### src/rtl/rba_pkg.sv
package rba_pkg;
   localparam int MAX_DATA_W = 16;

   typedef enum logic {
      MODE_UNSIGNED = 1'b0,
      MODE_SIGNED   = 1'b1
   } rba_mode_e;
endpackage

### src/rtl/rba_sign_abs.sv
// Sign detection and magnitude extraction for one operand.
module rba_sign_abs #(
   parameter int W = 8
) (
   input  logic         signed_mode,
   input  logic [W-1:0] x,
   output logic         neg,
   output logic [W-1:0] mag
);
   // The most negative value maps to 2^(W-1), which fits in W unsigned bits.
   always_comb begin
      neg = signed_mode & x[W-1];
      mag = neg ? (~x + W'(1)) : x;
   end
endmodule

### src/rtl/rba_round.sv
// Leading-one detection with round-half-up to the nearest power of two.
module rba_round #(
   parameter int W  = 8,
   parameter int SW = $clog2(W + 1)
) (
   input  logic [W-1:0]  mag,
   output logic          zero,
   output logic [SW-1:0] sh,
   output logic [W:0]    oh
);
   logic [SW-1:0] lead;
   logic          below;

   always_comb begin
      lead = '0;
      for (int i = 0; i < W; i++) begin
         if (mag[i]) lead = SW'(i);
      end
      below = (lead == '0) ? 1'b0 : mag[lead - SW'(1)];
      zero  = (mag == '0);
      sh    = zero ? '0 : (lead + SW'(below));
      oh    = zero ? '0 : ((W + 1)'(1) << sh);
   end
endmodule

### src/rtl/rba_shift_core.sv
// Three shifted terms and one subtraction: A*Br + Ar*B - Ar*Br.
module rba_shift_core #(
   parameter int W     = 8,
   parameter int SW    = $clog2(W + 1),
   parameter int ACC_W = 2 * W + 2
) (
   input  logic [W-1:0]     mag_a,
   input  logic [W-1:0]     mag_b,
   input  logic [SW-1:0]    sh_a,
   input  logic [SW-1:0]    sh_b,
   input  logic [W:0]       oh_a,
   input  logic             zero_a,
   input  logic             zero_b,
   output logic [ACC_W-1:0] acc
);
   logic [ACC_W-1:0] t_ab, t_ba, t_rr;

   always_comb begin
      t_ab = ACC_W'(mag_a) << sh_b;
      t_ba = ACC_W'(mag_b) << sh_a;
      t_rr = ACC_W'(oh_a)  << sh_b;
      acc  = (zero_a | zero_b) ? '0 : (t_ab + t_ba - t_rr);
   end
endmodule

### src/rtl/rba_mult.sv
module rba_mult #(
   parameter int DATA_W  = 8,
   parameter bit REG_OUT = 1'b1
) (
   input  logic                  clk,
   input  logic                  rst_n,
   input  logic                  mode,
   input  logic [DATA_W-1:0]     op_a,
   input  logic [DATA_W-1:0]     op_b,
   output logic [2*DATA_W-1:0]   prod
);
   localparam int SW    = $clog2(DATA_W + 1);
   localparam int PW    = 2 * DATA_W;
   localparam int ACC_W = PW + 2;

   generate
      if (DATA_W < 2 || DATA_W > rba_pkg::MAX_DATA_W) begin : g_bad_width
         $error("rba_mult: DATA_W out of supported range");
      end
   endgenerate

   logic              signed_mode;
   logic [DATA_W-1:0] op   [2];
   logic [DATA_W-1:0] mag  [2];
   logic              neg  [2];
   logic              zero [2];
   logic [SW-1:0]     sh   [2];
   logic [DATA_W:0]   oh   [2];
   logic [ACC_W-1:0]  acc;
   logic              neg_res;
   logic [PW-1:0]     res;

   assign signed_mode = (rba_pkg::rba_mode_e'(mode) == rba_pkg::MODE_SIGNED);
   assign op[0] = op_a;
   assign op[1] = op_b;

   for (genvar g = 0; g < 2; g++) begin : g_opnd
      rba_sign_abs #(.W(DATA_W)) u_abs (
         .signed_mode (signed_mode),
         .x           (op[g]),
         .neg         (neg[g]),
         .mag         (mag[g])
      );
      rba_round #(.W(DATA_W), .SW(SW)) u_rnd (
         .mag  (mag[g]),
         .zero (zero[g]),
         .sh   (sh[g]),
         .oh   (oh[g])
      );
   end

   rba_shift_core #(.W(DATA_W), .SW(SW), .ACC_W(ACC_W)) u_core (
      .mag_a  (mag[0]),
      .mag_b  (mag[1]),
      .sh_a   (sh[0]),
      .sh_b   (sh[1]),
      .oh_a   (oh[0]),
      .zero_a (zero[0]),
      .zero_b (zero[1]),
      .acc    (acc)
   );

   // Sign set: negate when the extracted signs differ.
   always_comb begin
      neg_res = neg[0] ^ neg[1];
      res     = neg_res ? (~acc[PW-1:0] + PW'(1)) : acc[PW-1:0];
   end

   generate
      if (REG_OUT) begin : g_reg_out
         always_ff @(posedge clk or negedge rst_n) begin
            if (!rst_n) prod <= '0;
            else        prod <= res;
         end
      end else begin : g_comb_out
         assign prod = res;
      end
   endgenerate
endmodule

### config.mk
export PLATFORM = sky130hd
export DESIGN_NAME = rba_mult
export DESIGN_NICKNAME = d
export VERILOG_FILES = /design/src/rtl/rba_pkg.sv /design/src/rtl/rba_sign_abs.sv /design/src/rtl/rba_round.sv /design/src/rtl/rba_shift_core.sv /design/src/rtl/rba_mult.sv
export SDC_FILE = /design/constraint.sdc
export NUM_CORES = 1
export LEC_CHECK = 0
export ABC_AREA = 1
export BUFFER_PORTS_ARGS = -buffer_cell sky130_fd_sc_hd__buf_2
export CAP_MARGIN = 10
export CORE_ASPECT_RATIO = 2
export CORE_MARGIN = 3
export CORE_UTILIZATION = 35
export DETAILED_ROUTE_END_ITERATION = 6
export PLACE_DENSITY = 0.47
export SLEW_MARGIN = 5
export SYNTH_ARGS = -nofsm -noshare
export SYNTH_HDL_FRONTEND = slang
export SYNTH_HIERARCHICAL = 1
export SYNTH_SLANG_ARGS = --single-unit
### constraint.sdc
create_clock -name clk -period 0.8 [get_ports clk]
set_input_delay 0.2 -clock clk [delete_from_list [all_inputs] [get_ports clk]]
set_output_delay 0.2 -clock clk [all_outputs]
set_load 0.01 [all_outputs]
==> flow_metrics.tcl <==
set metrics [dict create \
    io_buffers 34 \
    antenna_found_initial 0 \
    initial_utilization 0.360 \
    routed_wl_mm 20.3 \
    gp_congestion 0.921 \
    synth_nets 854 \
    num_vias 6363 \
    critPathCaptureType "flop" \
    holdCritPathClass "in2async" \
    largest_reg_flops 16 \
    synth_cells 793 \
    drtIter0Drc 161 \
    routedWlPerCell_um 16.3 \
    setup_slack_ns -4.69 \
    ios 35 \
    grt_start_max_net_pins 17 \
    worst_pin_slew_ns 0.559 \
    outcome "complete, but fails checks" \
    clock_sinks 16 \
    fmax_mhz 182 \
    finalSetupTns_ns -70.84 \
    grt_pass1_wl_mm 31.5 \
    max_stage_delay_ns 0.55 \
    drive_gt1_frac 0.615 \
    path_buf_inv 11 \
    first_pass_iters 4 \
    worstPathRequired_ns 0.94 \
    fin_crit_sh 6.86 \
    cts_tree "done" \
    clk_pin_slew_worst_paths_ns 0.05 \
    coreArea_sq_mm 0.0127 \
    setup_viol 32 \
    startpoint_type "primary input" \
    drc 0 \
    violations "negative setup slack" \
    antenna-diode-count 0 \
    drv_slew 0 \
    max_flop_register "prod" \
    crit_arrival_ns 5.63 \
    hold_violations 0 \
    ctsHtreeMaxLevel 1 \
    die_w_um 86.9 \
    min_period_ns 5.49 \
    critPathMaxFanout 5 \
    crit_family "simple AND/OR/NAND/NOR gates" \
    rows 58 \
    finalNetCount 1160 \
    syn-cell-area_sq_mm 0.00458 \
    root_buffer "clkbuf_16" \
    die_area_sq_mm 0.0146 \
    synthToLayoutAreaGrowth_pct 96.4 \
    fp.dieH_um 168 \
    crit_top_cell "nand2_1" \
    avgSynthCellArea_sq_um 5.77 \
    grt.total_usage 0.279 \
    drv_cap 0 \
    rsz0062_at_grt "true" \
    worstSetupPathType "in2reg" \
    dp_hpwl_mm 15.4 \
    gr-total-overflow 0 \
    top_regs "prod (16)" \
    numCtsBuffers 3 \
    whs_ns 0.416 \
    clk_path_buf_depth 2 \
    slowest_stage "fa_1" \
    final_antenna_net_count 0 \
    yosysWarningCount 6 \
    relSlewSlack 0.625 \
    grt_pass1_vias 6800 \
    viasPerCell 5.10 \
]
-- path summary, 6_finish.rpt --
check	startpoint	end	cells after the start
hold / removal	rst_n	prod[0]	2
min in group clk	op_a[7]	prod[1]	7
max in group asynchronous	rst_n	prod[7]	2
setup / recovery	op_a[1]	prod[12]	47
-- stage by stage --
| stage | util | cell area [sq um] | worst slack, ns | instances |
|---|---|---|---|---|
| finish | 0.708 | 8990 | -4.69 | 1248 |
| global route | 0.708 | 8990 | -5.01 | 1248 |
| CTS | 0.647 | 8210 | -4.53 | 1231 |
| detailed placement | 0.537 | 6820 | -5.32 | 1160 |
| global placement | 0.537 | 6820 | -5.27 | 1160 |
| floorplan | - | 5030 | -4.30 | 793 |
-- per-layer routing --
layer,GRT usage,part of all wire
met1,0.199,0.26
met2,0.574,0.60
met3,0.0217,0.022
met4,0.260,0.12
met5,0,0
-- cell usage in the layout (no fill, tap or decap), drive strengths merged, types with 2 or more instances in the layout --
cell type and count:
nor2 98, nor3 12, ha 26, o22ai 3, or2 2, o21a 2, xor2 14, fa 16
mux2i 5, a31oi 6, a21oi 31, o21bai 3, nand3 54, dfrtp 16, buf 323, nand3b 3
nand2 266, clkbuf 5, inv 131, o21ai 61, nand4 9, nor3b 2, a22oi 4
-- cell type report --
class / instances / area [sq um]
Sequential cell: 16 / 400
Inverter: 130 / 576
Tap cell: 150 / 188
Multi-Input combinational cell: 621 / 5060
Fill cell: 1058 / 3710
Timing Repair inverter: 2 / 10.0
Timing Repair Buffer: 325 / 2670
Clock buffer: 4 / 88.8
-- repair_timing --
| action | in CTS | in global routing |
|---|---|---|
| pin swaps | 130 | 82 |
| resized for setup | 210 | 155 |
| setup endpoints to repair | 32 | 32 |
| hold endpoints to repair | 16 | 0 |
| hold buffers | 1 | 0 |
| setup buffers | 64 | 20 |
| cloned | 3 | 1 |
Power is not shown: default switching activity piles up to over one toggle a cycle in this logic, so the estimate is an artifact.
